**config.mk**
```make
export PLATFORM = sky130hd
export DESIGN_NAME = cfg_xlate_bridge
export DESIGN_NICKNAME = d
export VERILOG_FILES = /design/src/rtl/cfgx_pkg.sv /design/src/rtl/cfgx_slot_enc.sv /design/src/rtl/cfgx_addr_xlate.sv /design/src/rtl/cfgx_lane_align.sv /design/src/rtl/cfgx_txn_ctrl.sv /design/src/rtl/cfg_xlate_bridge.sv
export SDC_FILE = /design/constraint.sdc
export NUM_CORES = 1
export LEC_CHECK = 0
export BUFFER_PORTS_ARGS = -buffer_cell sky130_fd_sc_hd__buf_2
export CORE_ASPECT_RATIO = 0.9
export CORE_UTILIZATION = 56
export DETAILED_ROUTE_END_ITERATION = 10
export HOLD_SLACK_MARGIN = 0.12
export PLACE_DENSITY = 0.95
export SLEW_MARGIN = 0
export SYNTH_ARGS = -nofsm -noshare
export SYNTH_HDL_FRONTEND = slang
export SYNTH_SLANG_ARGS = --single-unit
```
**constraint.sdc**
```tcl
create_clock -name clk -period 4 [get_ports clk]
set_input_delay 0.8 -clock clk [delete_from_list [all_inputs] [get_ports clk]]
set_output_delay 0.8 -clock clk [all_outputs]
set_load 0.005 [all_outputs]
```
**src/rtl/cfgx_pkg.sv**
```systemverilog
package cfgx_pkg;

    localparam int WORD_W  = 32;
    localparam int LANES   = WORD_W / 8;
    localparam int LANE_W  = $clog2(LANES);

    typedef enum logic [1:0] {
        SZ_BYTE = 2'd0,
        SZ_HALF = 2'd1,
        SZ_WORD = 2'd2,
        SZ_BAD  = 2'd3
    } acc_size_e;

    typedef enum logic [1:0] {
        FMT_PASS  = 2'd0,
        FMT_TYPE1 = 2'd1,
        FMT_TYPE0 = 2'd2
    } idx_fmt_e;

    typedef enum logic [1:0] {
        ST_IDLE = 2'd0,
        ST_WAIT = 2'd1,
        ST_RESP = 2'd2
    } txn_state_e;

    typedef struct packed {
        logic              we;
        logic [WORD_W-1:0] addr;
        logic [LANES-1:0]  be;
        logic [WORD_W-1:0] wdata;
    } dreq_t;

    function automatic logic [WORD_W-1:0] size_mask(acc_size_e sz);
        case (sz)
            SZ_BYTE: size_mask = WORD_W'(8'hFF);
            SZ_HALF: size_mask = WORD_W'(16'hFFFF);
            default: size_mask = '1;
        endcase
    endfunction

    function automatic logic [LANES-1:0] base_be(acc_size_e sz);
        case (sz)
            SZ_BYTE: base_be = LANES'(1);
            SZ_HALF: base_be = LANES'(3);
            default: base_be = '1;
        endcase
    endfunction

endpackage

```
**src/rtl/cfgx_slot_enc.sv**
```systemverilog
module cfgx_slot_enc #(
    parameter int W   = 32,
    parameter int LSB = 11
) (
    input  logic [W-1:0] vec,
    output logic [W-1:0] slot
);
    localparam int PW = $clog2(W);

    logic          seen [LSB:W];
    logic [PW-1:0] acc  [LSB:W];

    assign seen[LSB] = 1'b0;
    assign acc[LSB]  = '0;

    for (genvar i = LSB; i < W; i++) begin : g_bit
        logic first;
        assign first      = vec[i] & ~seen[i];
        assign seen[i+1]  = seen[i] | vec[i];
        assign acc[i+1]   = acc[i] | (first ? PW'(i) : '0);
    end

    assign slot = seen[W] ? W'(acc[W]) : '1;

    always_comb begin
        if (seen[W]) begin
            assert_slot_is_set_R4: assert (vec[acc[W]] && (acc[W] >= PW'(LSB)));
        end
    end
endmodule

```
**src/rtl/cfgx_addr_xlate.sv**
```systemverilog
module cfgx_addr_xlate
    import cfgx_pkg::*;
#(
    parameter int SLOT_LSB = 11,
    parameter int FN_LSB   = 8
) (
    input  logic [WORD_W-1:0] idx,
    input  logic [2:0]        ofs_lo,
    output idx_fmt_e          fmt,
    output logic [WORD_W-1:0] addr
);
    localparam int REG_W = FN_LSB;

    logic [WORD_W-1:0] slot;
    logic [WORD_W-1:0] fn_part;
    logic [WORD_W-1:0] reg_part;

    cfgx_slot_enc #(.W(WORD_W), .LSB(SLOT_LSB)) u_slot (
        .vec  (idx),
        .slot (slot)
    );

    assign fn_part  = WORD_W'(idx[SLOT_LSB-1:FN_LSB]) << FN_LSB;
    assign reg_part = WORD_W'({idx[REG_W-1:3], ofs_lo});

    always_comb begin
        if (idx[WORD_W-1]) begin
            fmt  = FMT_PASS;
            addr = {idx[WORD_W-1:2], ofs_lo[1:0]};
        end else if (idx[0]) begin
            fmt  = FMT_TYPE1;
            addr = {idx[WORD_W-1:3], ofs_lo};
        end else begin
            fmt  = FMT_TYPE0;
            addr = (slot << SLOT_LSB) | fn_part | reg_part;
        end
    end

    always_comb begin
        if (!idx[WORD_W-1] && !idx[0] && (idx[WORD_W-1:SLOT_LSB] == '0)) begin
            assert_noslot_fill_R5: assert (&addr[WORD_W-1:SLOT_LSB]);
        end
        if (idx[WORD_W-1]) begin
            assert_pass_low_R2: assert (addr[1:0] == ofs_lo[1:0] && addr[WORD_W-1]);
        end
    end
endmodule

```
**src/rtl/cfgx_lane_align.sv**
```systemverilog
module cfgx_lane_align
    import cfgx_pkg::*;
(
    input  acc_size_e          size,
    input  logic [LANE_W-1:0]  lane,
    input  logic [WORD_W-1:0]  wdata_in,
    output logic [LANES-1:0]   be,
    output logic               misalign,
    output logic [WORD_W-1:0]  wdata_out,
    input  acc_size_e          rd_size,
    input  logic [LANE_W-1:0]  rd_lane,
    input  logic [WORD_W-1:0]  rd_word,
    output logic [WORD_W-1:0]  rd_out
);
    localparam int SH_W = LANE_W + 3;

    logic [SH_W-1:0] wr_shift;
    logic [SH_W-1:0] rd_shift;

    assign wr_shift = {lane, 3'b000};
    assign rd_shift = {rd_lane, 3'b000};

    always_comb begin
        case (size)
            SZ_BYTE: misalign = 1'b0;
            SZ_HALF: misalign = (lane == LANE_W'(LANES - 1));
            SZ_WORD: misalign = (lane != '0);
            default: misalign = 1'b1;
        endcase
        be        = LANES'(base_be(size) << lane);
        wdata_out = wdata_in << wr_shift;
        rd_out    = (rd_word >> rd_shift) & size_mask(rd_size);
    end

    always_comb begin
        if (!misalign) begin
            assert_be_width_R6: assert ($countones(be) == (1 << size));
        end
    end
endmodule

```
**src/rtl/cfgx_txn_ctrl.sv**
```systemverilog
module cfgx_txn_ctrl
    import cfgx_pkg::*;
#(
    parameter int OFS_W = 12
) (
    input  logic              clk,
    input  logic              rst,
    input  logic              h_req,
    input  logic              h_we,
    input  logic              h_sel_win,
    input  acc_size_e         h_size,
    input  logic [LANE_W-1:0] h_lane,
    input  logic [WORD_W-1:0] h_wdata,
    input  logic [WORD_W-1:0] x_addr,
    input  logic [LANES-1:0]  x_be,
    input  logic              x_misalign,
    input  logic [WORD_W-1:0] x_wdata,
    input  logic [WORD_W-1:0] rd_fmt,
    input  logic              d_ack,
    output logic [WORD_W-1:0] idx_q,
    output acc_size_e         rd_size_q,
    output logic [LANE_W-1:0] rd_lane_q,
    output dreq_t             dreq_q,
    output logic              h_busy,
    output logic              h_done,
    output logic              h_err,
    output logic [WORD_W-1:0] h_rdata,
    output logic              d_req
);
    txn_state_e        state;
    logic              err_q;
    logic [WORD_W-1:0] rdata_q;

    always_ff @(posedge clk) begin
        if (rst) begin
            state     <= ST_IDLE;
            idx_q     <= '0;
            err_q     <= 1'b0;
            rdata_q   <= '0;
            dreq_q    <= '0;
            rd_size_q <= SZ_BYTE;
            rd_lane_q <= '0;
        end else begin
            case (state)
                ST_IDLE: begin
                    if (h_req) begin
                        state <= ST_RESP;
                        err_q <= 1'b0;
                        if (!h_sel_win) begin
                            rdata_q <= idx_q;
                            if (h_we) begin
                                idx_q <= h_wdata;
                            end
                        end else if (x_misalign) begin
                            err_q <= 1'b1;
                        end else begin
                            state        <= ST_WAIT;
                            dreq_q.we    <= h_we;
                            dreq_q.addr  <= x_addr;
                            dreq_q.be    <= x_be;
                            dreq_q.wdata <= x_wdata;
                            rd_size_q    <= h_size;
                            rd_lane_q    <= h_lane;
                        end
                    end
                end
                ST_WAIT: begin
                    if (d_ack) begin
                        state <= ST_RESP;
                        if (!dreq_q.we) begin
                            rdata_q <= rd_fmt;
                        end
                    end
                end
                default: state <= ST_IDLE;
            endcase
        end
    end

    assign d_req   = (state == ST_WAIT);
    assign h_busy  = (state != ST_IDLE);
    assign h_done  = (state == ST_RESP);
    assign h_err   = err_q;
    assign h_rdata = rdata_q;

    assert_req_hold_R9: assert property (@(posedge clk) disable iff (rst)
        d_req && !d_ack |=> d_req && $stable(dreq_q.addr) && $stable(dreq_q.be));

    assert_done_pulse_R9: assert property (@(posedge clk) disable iff (rst)
        h_done |=> !h_done);

    assert_err_noreq_R8: assert property (@(posedge clk) disable iff (rst)
        h_done && h_err |-> !$past(d_req));

    assert_be_legal_R6: assert property (@(posedge clk) disable iff (rst)
        d_req |-> ($countones(dreq_q.be) == 1 || $countones(dreq_q.be) == 2
                   || $countones(dreq_q.be) == 4));

    assert_idx_reset_R1: assert property (@(posedge clk) disable iff (rst)
        $fell(rst) |-> idx_q == '0);
endmodule

```
**src/rtl/cfg_xlate_bridge.sv**
```systemverilog
module cfg_xlate_bridge
    import cfgx_pkg::*;
#(
    parameter int OFS_W    = 12,
    parameter int SLOT_LSB = 11,
    parameter int FN_LSB   = 8
) (
    input  logic              clk,
    input  logic              rst,
    input  logic              h_req,
    input  logic              h_we,
    input  logic [OFS_W:0]    h_addr,
    input  logic [1:0]        h_size,
    input  logic [WORD_W-1:0] h_wdata,
    output logic              h_busy,
    output logic              h_done,
    output logic              h_err,
    output logic [WORD_W-1:0] h_rdata,
    output logic              d_req,
    output logic              d_we,
    output logic [WORD_W-1:0] d_addr,
    output logic [LANES-1:0]  d_be,
    output logic [WORD_W-1:0] d_wdata,
    input  logic              d_ack,
    input  logic              d_hit,
    input  logic [WORD_W-1:0] d_rdata
);
    logic [WORD_W-1:0] idx_q;
    idx_fmt_e          fmt;
    logic [WORD_W-1:0] x_addr;
    logic [LANES-1:0]  x_be;
    logic              x_misalign;
    logic [WORD_W-1:0] x_wdata;
    logic [WORD_W-1:0] rd_word;
    logic [WORD_W-1:0] rd_fmt;
    acc_size_e         h_size_e;
    acc_size_e         rd_size_q;
    logic [LANE_W-1:0] rd_lane_q;
    dreq_t             dreq_q;
    logic              unused_ok;

    assign h_size_e  = acc_size_e'(h_size);
    assign rd_word   = d_hit ? d_rdata : '1;
    assign unused_ok = ^{fmt};

    cfgx_addr_xlate #(.SLOT_LSB(SLOT_LSB), .FN_LSB(FN_LSB)) u_xlate (
        .idx    (idx_q),
        .ofs_lo (h_addr[2:0]),
        .fmt    (fmt),
        .addr   (x_addr)
    );

    cfgx_lane_align u_lane (
        .size      (h_size_e),
        .lane      (h_addr[LANE_W-1:0]),
        .wdata_in  (h_wdata),
        .be        (x_be),
        .misalign  (x_misalign),
        .wdata_out (x_wdata),
        .rd_size   (rd_size_q),
        .rd_lane   (rd_lane_q),
        .rd_word   (rd_word),
        .rd_out    (rd_fmt)
    );

    cfgx_txn_ctrl #(.OFS_W(OFS_W)) u_ctrl (
        .clk        (clk),
        .rst        (rst),
        .h_req      (h_req),
        .h_we       (h_we),
        .h_sel_win  (h_addr[OFS_W]),
        .h_size     (h_size_e),
        .h_lane     (h_addr[LANE_W-1:0]),
        .h_wdata    (h_wdata),
        .x_addr     (x_addr),
        .x_be       (x_be),
        .x_misalign (x_misalign),
        .x_wdata    (x_wdata),
        .rd_fmt     (rd_fmt),
        .d_ack      (d_ack),
        .idx_q      (idx_q),
        .rd_size_q  (rd_size_q),
        .rd_lane_q  (rd_lane_q),
        .dreq_q     (dreq_q),
        .h_busy     (h_busy),
        .h_done     (h_done),
        .h_err      (h_err),
        .h_rdata    (h_rdata),
        .d_req      (d_req)
    );

    assign d_we    = dreq_q.we;
    assign d_addr  = dreq_q.addr;
    assign d_be    = dreq_q.be;
    assign d_wdata = dreq_q.wdata;
endmodule

```
==> run metrics <==
leakage power=around 0.0033 uW; largest net degree at the start of global routing=about 100; fin cells=1098; H-tree levels=4; die height=~100 um; Cells after DPL=1066; most area-consuming cells after synthesis=dfxtp_1 (43%), a21oi_1 (8.3%), nand2_1 (7.1%); share of the synthesized area in the top cell type=roughly 43%; most common cell after layout, fill and taps aside=buf_2; root buf cell=clkbuf_16; Detailed Place HPWL=14.49 mm; mapped cell area=around 6500 um^2; Setup crit start kind=register; layout cell share with drive strength beyond 1=27.48%; post-synthesis sequential area ratio=between 40% and 50%; switching power=938.8 uW; CTS Sinks=between 100 and 150; end point of the critical path=d_req; Core ar.=around 11000 um^2; Worst R2R Setup Slack=approximately 1200 ps; final core occ=~72%; DR WL/cell=~19 um; Most used DFF post-synth=dfxtp_1; Final Skew=between 8 and 9 ps; worst setup path start=u_ctrl.state[1]; Yosys cell types=48; Sequential Power Share=42.7%; Area Overhead vs Synth=22.70%; pre-CTS WS=between 1000 and 1500 ps; HP Start=u_ctrl.dreq_q[32]; die area=~12000 um^2; Yosys Warn Count=0; Initial Util=a little under 60%; Worst R2R End=u_ctrl.h_rdata[12]; postcts setup bufs=0; Residual DRC=0; Clk pwr share=44.2%; cell internal pwr=~2500 uW; Slew @ Worst Pin=1069 ps; GR Util met3=around 10%; Worst slew margin=~29%; Req. time, crit path=3200 ps; # diodes=0; width of the die=about 120 um; initial antenna violation count=0; syn nets=around 880; Hold Vio Cnt, Final=0; Pre-antenna DRT Iters=6; Post-Synthesis Cells=approximately 790; Vias/cell=between 6 and 7; Resize count post-CTS=0; Final Setup Violations=0; first-pass GRT wire length=approximately 33 mm; Final Critical Period=3093 ps; row count=36; GRT Resource Usage Total=about a third; Reg2Reg Depth=6; placer's final routability congestion estimate=approximately 1; input/output buffers=180; vias in the first global route=6182; busiest grt layer=met2; CTS Hold Buffers Added=0; GRT overflow=0; Net Sw Frac=between 20% and 30%; FF+latch count, synth=138; met1 Track Usage GR=47.47%; DRT antenna net count=0; clk_lat worst skew=about 420 ps; nets=between 1000 and 1500; Post-synth EDFFs=0; Critical R2R Launch=u_ctrl.state[1]; RSZ-0062 raised after global routing=no; Worst Path Max Fanout=25; maximum VDD drop=approximately 0.00036 V; WP data arrival=about 2300 ps; post-synthesis area per instance=8.175 um^2; Worst Slack Setup Final=907.4 ps; Async S/R FF share, synth=0%; maximum clock path buffer count=2; Max Cap Viol=0; area leader, netlist=dfxtp_1; M2 GR Usage=between 50% and 60%; CTS Buf Count=17; TNS Setup=0 ps; CTS tree=done; most frequent cells in the layout=buf_2 (179), dfxtp_1 (138), nand2_1 (122); vias after detailed routing=just under 7000; period utilization=between 70% and 80%; Pins Over Slew Limit=0; clock slew at reported path FFs=60 ps; power share of the combinational group=about an eighth; DRT iter0 DRCs=a little under 1000; io pins=190; Hold Path Class=reg2reg; pwr/cell area=437.0 nW/um^2; Layout fillers=approximately 830; outcome=finished clean; achievable frequency=roughly 0.32 GHz; crit end category=output pin; Routed WL=between 20 and 25 mm; critical path type=reg2out
-- worst min path at each step --
stage                         to  slack [ps]  depth (start not counted)
2_1_floorplan    u_ctrl.idx_q[1]         440                          2
3_3_place_gp   u_ctrl.dreq_q[29]         440                          2
3_5_place_dp   u_ctrl.dreq_q[32]         450                          2
4_1_cts        u_ctrl.dreq_q[32]         450                          2
5_1_grt        u_ctrl.dreq_q[43]         480                          2
6_report       u_ctrl.dreq_q[32]         450                          2
-- worst max-delay path: stages (launching register included) --
cell,delay (ps)
dfxtp_1,470
nand2b_1,750
inv_1,410
buf_2,240
-- layout make-up --
| cell class | instances | area, um^2 | share of cell area (%) |
|---|---|---|---|
| sequential | 138 | 2763 | 34.73 |
| tap | 152 | 190.2 | 2.391 |
| clock inverter | 11 | 122.6 | 1.542 |
| multi-input combinational | 567 | 3371 | 42.38 |
| clock buffer | 21 | 450.4 | 5.663 |
| inverter | 17 | 63.81 | 0.8023 |
| timing repair buffer | 192 | 993.5 | 12.49 |
-- kinds of logic after synthesis --
kind of cell,Yosys count,share of synthesized area [%]
buf+inv,88,5.655
simple gates,304,21.42
compound gates,228,22.97
flops,138,42.62
mux,35,7.335
-- power by group through the flow --
stage | logic (uW) | registers (uW) | clock network, uW
5_1_grt | 496 | 1490 | 1610
3_5_place_dp | 441 | 1510 | 0
4_1_cts | 446 | 1480 | 1530
2_1_floorplan | 293 | 1500 | 0
3_3_place_gp | 432 | 1510 | 0
6_report | 455 | 1480 | 1540
-- cells in the mapped netlist (2+ instances only) --
library cell,number
a211oi_1,45
a211oi_2,10
a21o_1,3
a21oi_1,108
a221oi_1,15
a311o_1,2
a311oi_1,2
a31oi_1,2
buf_1,4
buf_2,10
clkbuf_1,55
dfxtp_1,138
inv_1,17
mux2i_1,25
mux4_2,10
nand2_1,122
nand2b_1,4
nand3_1,9
nand4bb_1,2
nor2_1,82
nor2b_1,7
nor3_1,52
nor3_2,11
nor4_1,3
o211ai_1,2
o21a_1,2
o21ai_0,12
o221ai_1,10
o22ai_1,8
or2_2,3
-- routing by layer --
layer	part of all wire, %	wire [um]
met5	0	0
met1	40	8341
met2	45	9462
met3	13	2718
met4	2.5	518
-- through the flow --
| stage | instance area (um^2) | total power, uW | hold slack, ps |
|---|---|---|---|
| finish | 7954 | 3476 | 451.8 |
| global route | 7954 | 3590 | 476.5 |
| CTS | 7954 | 3460 | 453.2 |
| global placement | 7381 | 1941 | 441.2 |
| detailed placement | 7381 | 1951 | 445.1 |
| floorplan | 6482 | 1791 | 436.4 |
-- flip-flops by register name (all words and copies together) (netlist names) --
signal            cells
u_ctrl.h_rdata       32
u_ctrl.rd_size_q      2
u_ctrl.h_err          1
u_ctrl.idx_q         32
u_ctrl.dreq_q        69
u_ctrl.state          2
(Power assumes the default switching activity.)
